## config.mk

```make
export PLATFORM = sky130hd
export DESIGN_NAME = scrub_ctrl
export DESIGN_NICKNAME = d
export VERILOG_FILES = /design/src/rtl/scrub_pkg.sv /design/src/rtl/scrub_frame_map.sv /design/src/rtl/scrub_frame_buf.sv /design/src/rtl/scrub_ctrl.sv
export SDC_FILE = /design/constraint.sdc
export NUM_CORES = 2
export LEC_CHECK = 0
export BUFFER_PORTS_ARGS = -buffer_cell sky130_fd_sc_hd__buf_4
export CORE_MARGIN = 3
export CORE_UTILIZATION = 25
export CTS_CLUSTER_SIZE = 40
export DETAILED_ROUTE_END_ITERATION = 16
export HOLD_SLACK_MARGIN = 0.02
export MAX_ROUTING_LAYER = met4
export PLACE_DENSITY = 0.37
export SYNTH_ARGS = -nofsm -noshare
export SYNTH_HDL_FRONTEND = slang
export SYNTH_SLANG_ARGS = --single-unit
```

## constraint.sdc

```tcl
create_clock -name clk -period 6.1 [get_ports clk]
set_input_delay 0.61 -clock clk [delete_from_list [all_inputs] [get_ports clk]]
set_output_delay 0.61 -clock clk [all_outputs]
set_load 0.02 [all_outputs]
```

## src/rtl/scrub_pkg.sv

```systemverilog
package scrub_pkg;

    typedef enum logic [2:0] {
        ST_IDLE,
        ST_INJ_RD,
        ST_INJ_WR,
        ST_REP_GRD,
        ST_REP_WR
    } scrub_st_e;

    localparam logic [1:0] OP_NONE  = 2'b00;
    localparam logic [1:0] OP_IDLE  = 2'b01;
    localparam logic [1:0] OP_WATCH = 2'b10;
    localparam logic [1:0] OP_INJ   = 2'b11;

    localparam logic [1:0] RC_NONE   = 2'b00;
    localparam logic [1:0] RC_SINGLE = 2'b01;
    localparam logic [1:0] RC_FULL   = 2'b10;

endpackage

```

## src/rtl/scrub_frame_map.sv

```systemverilog
module scrub_frame_map #(
    parameter int NUM_FRAMES = 32,
    parameter int NUM_COLS   = 4,
    parameter int MINOR_W    = 7,
    parameter int PFA_W      = 26,
    parameter int LIN_W      = 5,
    parameter logic [NUM_COLS*LIN_W-1:0] COL_BASE = {5'd24, 5'd16, 5'd8, 5'd0}
) (
    input  logic [PFA_W-1:0] pfa,
    output logic [LIN_W-1:0] lin
);
    localparam int COL_W = (NUM_COLS > 1) ? $clog2(NUM_COLS) : 1;
    localparam int SUM_W = LIN_W + MINOR_W;

    logic [COL_W-1:0]   col;
    logic [MINOR_W-1:0] minor;
    logic [LIN_W-1:0]   base;
    logic [SUM_W-1:0]   sum;

    always_comb begin
        col   = pfa[MINOR_W +: COL_W];
        minor = pfa[MINOR_W-1:0];
        base  = COL_BASE[col*LIN_W +: LIN_W];
        sum   = {{MINOR_W{1'b0}}, base} + {{LIN_W{1'b0}}, minor};
        lin   = sum[LIN_W-1:0];
    end
endmodule

```

## src/rtl/scrub_frame_buf.sv

```systemverilog
module scrub_frame_buf #(
    parameter int DEPTH = 101,
    parameter int WIDTH = 32,
    parameter int IDX_W = 7
) (
    input  logic             clk,
    input  logic             we,
    input  logic [IDX_W-1:0] widx,
    input  logic [WIDTH-1:0] wdata,
    input  logic [IDX_W-1:0] ridx,
    output logic [WIDTH-1:0] rdata
);
    logic [WIDTH-1:0] mem_q [DEPTH];

    always_ff @(posedge clk) begin
        if (we) mem_q[widx] <= wdata;
    end

    assign rdata = mem_q[ridx];
endmodule

```

## src/rtl/scrub_ctrl.sv

```systemverilog
module scrub_ctrl
    import scrub_pkg::*;
#(
    parameter int NUM_FRAMES = 32,
    parameter int WPF        = 101,
    parameter int WORD_W     = 32,
    parameter int NUM_COLS   = 4,
    parameter int MINOR_W    = 7,
    parameter int PFA_W      = 26,
    parameter int SYN_W      = 13,
    parameter int LIN_W      = $clog2(NUM_FRAMES),
    parameter int WIDX_W     = $clog2(WPF),
    parameter int BIT_W      = $clog2(WORD_W),
    parameter int GA_W       = $clog2(NUM_FRAMES * WPF),
    parameter logic [NUM_COLS*LIN_W-1:0] COL_BASE = {5'd24, 5'd16, 5'd8, 5'd0}
) (
    input  logic              clk,
    input  logic              rst_n,
    input  logic              cmd_valid,
    input  logic [1:0]        cmd_op,
    input  logic [PFA_W-1:0]  cmd_pfa,
    input  logic [WIDX_W-1:0] cmd_word,
    input  logic [BIT_W-1:0]  cmd_bit,
    input  logic              ecc_valid,
    input  logic [SYN_W-1:0]  ecc_syndrome,
    input  logic [PFA_W-1:0]  ecc_far,
    input  logic              crc_done,
    input  logic              crc_err,
    output logic              fm_req,
    output logic              fm_we,
    output logic [LIN_W-1:0]  fm_frame,
    output logic [WIDX_W-1:0] fm_word,
    output logic [WORD_W-1:0] fm_wdata,
    input  logic              fm_ack,
    input  logic [WORD_W-1:0] fm_rdata,
    output logic              gm_req,
    output logic [GA_W-1:0]   gm_addr,
    input  logic              gm_ack,
    input  logic [WORD_W-1:0] gm_rdata,
    output logic              busy,
    output logic              mode_obs,
    output logic              done,
    output logic [1:0]        repair_code
);
    localparam logic [WIDX_W-1:0] LAST_WORD  = WIDX_W'(WPF - 1);
    localparam logic [LIN_W-1:0]  LAST_FRAME = LIN_W'(NUM_FRAMES - 1);

    typedef struct packed {
        scrub_st_e          st;
        logic               mode;
        logic [LIN_W-1:0]   frame;
        logic [WIDX_W-1:0]  word;
        logic               full;
        logic [1:0]         kind;
        logic [1:0]         out_code;
        logic               done;
        logic               fm_req;
        logic               fm_we;
        logic               gm_req;
        logic [WORD_W-1:0]  gdata;
        logic [WIDX_W-1:0]  inj_word;
        logic [BIT_W-1:0]   inj_bit;
        logic               pend_syn;
        logic [LIN_W-1:0]   pend_frame;
        logic               pend_full;
        logic               syn_seen;
    } regs_t;

    regs_t r_q, r_d;

    logic [LIN_W-1:0]  far_lin, cmd_lin;
    logic [WORD_W-1:0] buf_rdata;
    logic              buf_we;
    logic              syn_hit, crc_hit, launch;

    scrub_frame_map #(
        .NUM_FRAMES(NUM_FRAMES), .NUM_COLS(NUM_COLS), .MINOR_W(MINOR_W),
        .PFA_W(PFA_W), .LIN_W(LIN_W), .COL_BASE(COL_BASE)
    ) u_map_far (.pfa(ecc_far), .lin(far_lin));

    scrub_frame_map #(
        .NUM_FRAMES(NUM_FRAMES), .NUM_COLS(NUM_COLS), .MINOR_W(MINOR_W),
        .PFA_W(PFA_W), .LIN_W(LIN_W), .COL_BASE(COL_BASE)
    ) u_map_cmd (.pfa(cmd_pfa), .lin(cmd_lin));

    scrub_frame_buf #(.DEPTH(WPF), .WIDTH(WORD_W), .IDX_W(WIDX_W)) u_buf (
        .clk   (clk),
        .we    (buf_we),
        .widx  (r_q.word),
        .wdata (fm_rdata),
        .ridx  (r_q.word),
        .rdata (buf_rdata)
    );

    always_comb begin
        r_d        = r_q;
        r_d.done   = 1'b0;
        buf_we     = 1'b0;
        launch     = 1'b0;
        syn_hit    = r_q.mode && ecc_valid && (|ecc_syndrome);
        crc_hit    = r_q.mode && crc_done && crc_err && !r_q.syn_seen && !syn_hit;

        // a readback pass ends with crc_done; syndrome hits mark the pass
        if (r_q.mode && crc_done)  r_d.syn_seen = 1'b0;
        else if (syn_hit)          r_d.syn_seen = 1'b1;

        if (syn_hit && !r_q.pend_syn) begin
            r_d.pend_syn   = 1'b1;
            r_d.pend_frame = far_lin;
        end
        if (crc_hit) r_d.pend_full = 1'b1;

        unique case (r_q.st)
            ST_IDLE: begin
                if (r_d.pend_syn || r_d.pend_full) begin
                    launch = 1'b1;
                end else if (cmd_valid) begin
                    unique case (cmd_op)
                        OP_IDLE:  r_d.mode = 1'b0;
                        OP_WATCH: begin
                            r_d.mode     = 1'b1;
                            r_d.syn_seen = 1'b0;
                        end
                        OP_INJ: if (!r_q.mode) begin
                            r_d.st       = ST_INJ_RD;
                            r_d.frame    = cmd_lin;
                            r_d.word     = '0;
                            r_d.fm_req   = 1'b1;
                            r_d.fm_we    = 1'b0;
                            r_d.inj_word = cmd_word;
                            r_d.inj_bit  = cmd_bit;
                        end
                        default: ;
                    endcase
                end
            end
            ST_INJ_RD: if (fm_ack) begin
                buf_we = 1'b1;
                if (r_q.word == LAST_WORD) begin
                    r_d.st    = ST_INJ_WR;
                    r_d.word  = '0;
                    r_d.fm_we = 1'b1;
                end else begin
                    r_d.word = r_q.word + 1'b1;
                end
            end
            ST_INJ_WR: if (fm_ack) begin
                if (r_q.word == LAST_WORD) begin
                    r_d.st       = ST_IDLE;
                    r_d.fm_req   = 1'b0;
                    r_d.fm_we    = 1'b0;
                    r_d.done     = 1'b1;
                    r_d.out_code = RC_NONE;
                end else begin
                    r_d.word = r_q.word + 1'b1;
                end
            end
            ST_REP_GRD: if (gm_ack) begin
                r_d.gdata  = gm_rdata;
                r_d.gm_req = 1'b0;
                r_d.fm_req = 1'b1;
                r_d.fm_we  = 1'b1;
                r_d.st     = ST_REP_WR;
            end
            ST_REP_WR: if (fm_ack) begin
                r_d.fm_req = 1'b0;
                r_d.fm_we  = 1'b0;
                if (r_q.word != LAST_WORD) begin
                    r_d.word   = r_q.word + 1'b1;
                    r_d.gm_req = 1'b1;
                    r_d.st     = ST_REP_GRD;
                end else if (r_q.full && r_q.frame != LAST_FRAME) begin
                    r_d.frame  = r_q.frame + 1'b1;
                    r_d.word   = '0;
                    r_d.gm_req = 1'b1;
                    r_d.st     = ST_REP_GRD;
                end else begin
                    r_d.done     = 1'b1;
                    r_d.out_code = r_q.kind;
                    r_d.st       = ST_IDLE;
                    launch       = 1'b1;
                end
            end
            default: r_d.st = ST_IDLE;
        endcase

        if (launch) begin
            if (r_d.pend_syn) begin
                r_d.st       = ST_REP_GRD;
                r_d.frame    = r_d.pend_frame;
                r_d.word     = '0;
                r_d.full     = 1'b0;
                r_d.kind     = RC_SINGLE;
                r_d.gm_req   = 1'b1;
                r_d.pend_syn = 1'b0;
            end else if (r_d.pend_full) begin
                r_d.st        = ST_REP_GRD;
                r_d.frame     = '0;
                r_d.word      = '0;
                r_d.full      = 1'b1;
                r_d.kind      = RC_FULL;
                r_d.gm_req    = 1'b1;
                r_d.pend_full = 1'b0;
            end
        end
    end

    always_ff @(posedge clk) begin
        if (!rst_n) begin
            r_q    <= '0;
            r_q.st <= ST_IDLE;
        end else begin
            r_q <= r_d;
        end
    end

    assign fm_req      = r_q.fm_req;
    assign fm_we       = r_q.fm_we;
    assign fm_frame    = r_q.frame;
    assign fm_word     = r_q.word;
    assign fm_wdata    = (r_q.st == ST_INJ_WR) ?
                         (buf_rdata ^ ((r_q.word == r_q.inj_word) ?
                                       (WORD_W'(1) << r_q.inj_bit) : '0)) :
                         r_q.gdata;
    assign gm_req      = r_q.gm_req;
    assign gm_addr     = GA_W'(r_q.frame) * GA_W'(WPF) + GA_W'(r_q.word);
    assign busy        = (r_q.st != ST_IDLE);
    assign mode_obs    = r_q.mode;
    assign done        = r_q.done;
    assign repair_code = r_q.out_code;


    mode_hold_chk: assert property (@(posedge clk) disable iff (!rst_n)
        busy |=> $stable(mode_obs));


    inj_passive_chk: assert property (@(posedge clk) disable iff (!rst_n)
        (r_q.st == ST_INJ_RD || r_q.st == ST_INJ_WR) |-> !mode_obs);


    rep_watch_chk: assert property (@(posedge clk) disable iff (!rst_n)
        (r_q.st == ST_REP_GRD || r_q.st == ST_REP_WR) |-> mode_obs);


    fm_hold_chk: assert property (@(posedge clk) disable iff (!rst_n)
        (fm_req && !fm_ack) |=> (fm_req && $stable(fm_word) && $stable(fm_frame) && $stable(fm_we)));


    gm_hold_chk: assert property (@(posedge clk) disable iff (!rst_n)
        (gm_req && !gm_ack) |=> (gm_req && $stable(gm_addr)));


    one_port_chk: assert property (@(posedge clk) disable iff (!rst_n)
        !(fm_req && gm_req));


    code_legal_chk: assert property (@(posedge clk) disable iff (!rst_n)
        done |-> (repair_code != 2'b11));
endmodule

```

* Word-level counts from Yosys, hierarchy flattened
Memory sizes are Yosys's and may differ from the RTL's. A register that Yosys moved wholly into a read port is not among the register bits.
Cells that the tools add are included.
** Word-level totals
- Logic and storage cells :: 160
- Memories :: 1
- Flip-flop bits (word level) :: 77
- Memory bits (writable) :: 3232
** Cells by class
- Reductions and logical operators :: 28
- Add/sub/neg operators :: 5
- Bitwise gates (word level) :: 4
- Eq/ne operators :: 23
- Shift operators :: 3
- Muxes and demuxes :: 75
- Multiply operators :: 3
** Memory list
- u_buf.mem_q :: depth 101, bits a word 32, rd ports 1, clocked after Yosys merged registers in 1, write ports 1, line scrub_frame_buf.sv:13 : logic [WIDTH-1:0] mem_q [DEPTH];
** Operators with widths (number)
- $mux 32 :: 2
- $mux 12 :: 4
- $mux 15 :: 3
- $mux 3 :: 14
- $mux 7 :: 6
- $shiftx 20x6->5 const A :: 2
- $mux 35 :: 1
- $mux 16 :: 2
- $shl 1x5->32 const A :: 1
- $xor 32x32->32 :: 1
- $pmux 7 s4 :: 1
- $mux 1 :: 24
- $ne 2x2->1 const B :: 11
- $mux 5 :: 3
- $pmux 3 s5 :: 1
- $reduce_or 13->1 :: 1
- $add 12x7->12 :: 1
- $mul 5x7->12 const B :: 1
- $mux 6 :: 2
- $reduce_and 11->1 :: 1
- $add 5x5->5 :: 2
- $mul 2x3->5 const B :: 2
- $mux 2 :: 5
- $pmux 5 s2 :: 1
- other kinds (31) :: 49

* Longest topological paths before layout
- Word-level depth :: 12
- Gate-level depth with buffers :: 16
- Gate-level depth less buffers :: 14

* Modules after synthesis
From an unflattened synthesis, not the netlist that was laid out.
** Unflattened totals
- Cell total of the unflattened synthesis :: 6443
- Area total of the unflattened synthesis :: 130069.7 um2
** Modules (own cells, without submodules)
- scrub_frame_buf :: cells an instance 5703, seq. area each 97053.1 um2, times used 1, area each 124453.1 um2
- scrub_ctrl :: cells an instance 730, seq. area each 1521.5 um2, times used 1, area each 5499.0 um2
- scrub_frame_map :: cells an instance 5, seq. area each 0.0 um2, times used 2, area each 58.8 um2

* Worst setup path after synthesis
Ideal clock, no wire load.
- Path type :: register to output
- Start point :: register r_q, in the netlist fm_frame[0]
- End point :: output port gm_addr[10]
- Data required time :: 5.490 ns
- Arrival time :: 3.127 ns
- Setup slack :: 2.363 ns
- Cell stages (with the launch flop) :: 15
- Buffers on the path :: 0
- Cells stage by stage :: dfxtp_1 ha_1 ha_1 ha_1 ha_1 inv_1 fa_1 nor2b_1 o21ai_0 a21boi_0 o21ai_0 nand2b_1 a21o_1 a21oi_1 xnor2_1
** On the way
- Longest elaborated chain between the ends :: 2
** Ends and longest elaborated chain
- from (decl) :: line scrub_ctrl.sv:69 : regs_t r_q, r_d;
- from (signal assigned) :: line scrub_ctrl.sv:213 : r_q <= r_d;
- $mul 5x7->12 :: line scrub_ctrl.sv:226 : assign gm_addr = GA_W'(r_q.frame) * GA_W'(WPF) + GA_W'(r_q.word);
- $add 12x7->12 :: line scrub_ctrl.sv:226
- to (decl) :: line scrub_ctrl.sv:37 : output logic [GA_W-1:0] gm_addr,
No other way between the ends.

* Final worst setup path
- Start point :: register r_q, in the netlist fm_word[2]
- End point :: output port fm_wdata[31]
** On the way
- Longest elaborated chain between the ends :: 4
** Ends and longest elaborated chain
- $eq 7x7->1 :: line scrub_ctrl.sv:222 : (buf_rdata ^ ((r_q.word == r_q.inj_word) ?
- $mux 32 :: line scrub_ctrl.sv:222
- $xor 32x32->32 :: line scrub_ctrl.sv:222
- $mux 32 :: line scrub_ctrl.sv:221 : assign fm_wdata = (r_q.st == ST_INJ_WR) ?
- to (decl) :: line scrub_ctrl.sv:33 : output logic [WORD_W-1:0] fm_wdata,
No other way between the ends.

==> impl_results.md <==
- IO Port Bufs: 176
- TritonCTS Sinks: 3308
- Critical Path Start Type: flip-flop
- Leak: 46.9 nW
- RSZ-0062 raised after global routing: true
- Setup TNS: -183 ps
- Outcome: finished with violations
- Power Dens Cells: 324 nW/um^2
- GR Util All Layers: 0.216
- Detail Route Antenna Nets: 0
- Rows: 260
- Clock Tree Buf Depth: 4
- Core Box Area: 502000 sq um
- I/O pins: 215
- Avg Inst Size Synth: 17.3 sq um
- First-pass GRT wire length: 732000 um
- Setup WS post-layout: -151 ps
- Initial antenna violation count: 73
- Final #Nets: 8230
- Slew headroom: -0.0127
- Total congestion overflow: 0
- Hold Crit Class: in -> reg
- Distinct cells, synth: 87
- Slew @ Worst Pin: 1500 ps
- Final setup fails: 2
- Total chip power: 49.6 mW
- CP Capture Type: primary output
- DRC viols: 0
- Cells after synthesis: 7302
- Root buf cell: clkbuf_16
- Place WS: 434 ps
- Final WL: 557000 um
- Final Hold Viols: 0
- Violated checks: max-capacitance violations, max-slew violations, negative setup slack
- VDD IR max: 0.222 mV
- 1st-pass router iterations: 8
- Critical path class: reg -> out
- Max cap viols: 2
- FMAX: 0.160 GHz
- Die W: 717 um
- Syn Nets: 7496
- Wire per inst: 37.0 um
- CTS Buf Count: 375
- Post-synthesis register bit count: 3308
- Skew final: 41.4 ps
- Crit Path Max Fanout: 22
- Final worst path period need: 6250 ps
- Largest net degree at the start of global routing: 77
- Synth-to-Final Area Change: 21.3%
- Synth async-reset ratio: 0
- Yosys synthesis warning count: 0
- Initial DRC Count: 10700
- Number of synthesized flops with an enable pin: 3232
- Vias in the first global route: 75200
- Die Ht: 717 um
- Hold slack: 100 ps
- CTS tree: yes
- Synthesized area: 126000 sq um
- Final period util: 1.02
- Layout cells sized above 1: 0.210
- Seq/Total Area, Yosys: 0.780
- Clk pin slew, worst setup/hold paths: 60 ps
- H-tree levels: 5
- Critical Path AT: 5640 ps
- Most used DFF post-synth: edfxtp_1
- Hpwl dp: 345000 um
- Via Count: 78000
- Number of fillers in the final layout: 49500
- WP data required: 5490 ps
- Slew Limit Fails: 2
- Initial Util: 0.251
- Finished Core Util: 0.305
- Routed vias/inst: 5.18
- Final GP Congestion: 0.868
- Worst-skew pair later-pin latency: 980 ps
- Die Footprint: 514000 sq um
[what timing repair did]
item                       in CTS  in global routing
setup endpoints to repair      22                  7
gates cloned                    0                  1
hold buffers                   54                  0
setup buffers                   6                  5
gates resized for setup        19                  4
pin swaps                       3                  4
hold endpoints to repair       59                  0
[report_power, final]
group / total (mW) / internal, mW / switching, mW
Clock: 22.5 / 13.1 / 9.47
Combinational: 2.13 / 0.584 / 1.54
Sequential: 25.0 / 25.0 / 0.0242
Total: 49.6 / 38.6 / 11.0
[cell type report]
type | instances | area (sq um) | share of cell area
Sequential cell | 3308 | 98600 | 0.643
Multi-Input combinational cell | 3438 | 26200 | 0.171
Clock buffer | 465 | 9850 | 0.0643
Tap cell | 6681 | 8360 | 0.0546
Timing Repair Buffer | 871 | 7860 | 0.0513
Clock inverter | 214 | 2150 | 0.0140
Inverter | 42 | 171 | 0.00112
Antenna cell | 29 | 72.6 | 0.000474
[flip-flops by register name, indices dropped and copies added, names as in the netlist]
name	cells
u_buf.mem_q	3232
r_q	57
fm_word	7
fm_frame	5
repair_code	2
done	1
fm_req	1
fm_we	1
gm_req	1
mode_obs	1
[worst max-delay path: stages (launching register included)]
cell and delay (ps):
dfxtp_4 570, and3b_4 520, buf_12 320, buf_12 240, buf_4 180, a22oi_1 140, a41o_1 220, o21ai_1 150
buf_4 240, a222oi_1 530, nand4b_1 570, xnor2_1 330, o21ai_1 230, buf_4 190
[cell usage after synthesis, types with 31 or more instances]
master	instances	area (sq um)
a21oi_1	228	1140
a221o_1	34	340
a221oi_1	277	2430
a22o_1	88	771
a22oi_1	759	5700
a31oi_1	69	432
a41oi_1	60	526
and4_1	31	272
buf_1	69	259
buf_2	215	1080
buf_4	52	390
clkbuf_1	167	627
dfxtp_1	76	1520
edfxtp_1	3232	97100
ha_1	36	450
inv_1	36	135
mux2_2	205	2310
mux2i_1	166	1660
nand2_1	296	1110
nand3_1	52	260
nand4_1	38	238
nor2_1	305	1140
nor3_1	34	170
o211ai_1	41	308
o21ai_0	159	796
o22ai_1	32	200
o2bb2ai_1	55	482
xnor2_1	38	333
[kinds of logic (layout without fill, tap and decap cells)]
kind of cell | after synthesis | count (layout) | synth area share
adder cells (fa/ha/maj) | 43 | 43 | 0.00468
AND/OR/NAND/NOR | 918 | 919 | 0.0348
AO/OA/AOI/OAI | 2028 | 2028 | 0.119
multiplexers | 400 | 400 | 0.0364
buffers and inverters | 557 | 1592 | 0.0209
other | 0 | 29 | 0
flip-flops | 3308 | 3308 | 0.780
XOR/XNOR | 48 | 48 | 0.00333
[placed cells by master (no fill, tap or decap), types with 36 or more instances in the layout]
| master | Yosys | layout |
|---|---|---|
| a21oi_1 | 228 | 227 |
| a221oi_1 | 277 | 274 |
| a22o_1 | 88 | 88 |
| a22oi_1 | 759 | 759 |
| a31oi_1 | 69 | 68 |
| a41oi_1 | 60 | 60 |
| buf_12 | 0 | 94 |
| buf_4 | 52 | 721 |
| bufinv_16 | 0 | 38 |
| clkbuf_1 | 167 | 84 |
| clkbuf_16 | 0 | 381 |
| clkinv_1 | 3 | 88 |
| clkinv_2 | 0 | 57 |
| dfxtp_1 | 76 | 69 |
| dlygate4sd3_1 | 0 | 54 |
| edfxtp_1 | 3232 | 3232 |
| ha_1 | 36 | 36 |
| mux2_2 | 205 | 205 |
| mux2i_1 | 166 | 166 |
| nand2_1 | 296 | 280 |
| nand3_1 | 52 | 51 |
| nand4_1 | 38 | 38 |
| nor2_1 | 305 | 199 |
| nor2_4 | 0 | 104 |
| o211ai_1 | 41 | 41 |
| o21ai_0 | 159 | 153 |
| o2bb2ai_1 | 55 | 55 |
| xnor2_1 | 38 | 36 |
[stage by stage]
stage / area (sq um) / instances
CTS: 153000 / 15000
finish: 153000 / 15000
global route: 153000 / 15000
floorplan: 126000 / 7302
detailed placement: 140000 / 14300
global placement: 140000 / 14300
[layer usage]
layer | wire [um] | part of all wire | GRT usage
met1 | 248000 | 0.45 | 0.300
met2 | 257000 | 0.46 | 0.338
met3 | 38000 | 0.068 | 0.0291
met4 | 13800 | 0.025 | 0.0478
met5 | 0 | 0 | -
[path summary, 6_finish.rpt]
check | end | slack (ps) | cells past startpoint | start
worst min register to register | r_q[25] | 460 | 2 | r_q[25]
worst max register to register | fm_word[0] | 1670 | 8 | fm_word[5]
worst max-delay path | fm_wdata[31] | -150 | 13 | fm_word[2]
worst min-delay path | r_q[5] | 100 | 4 | ecc_far[7]
Power figures use the tool's default switching activity.
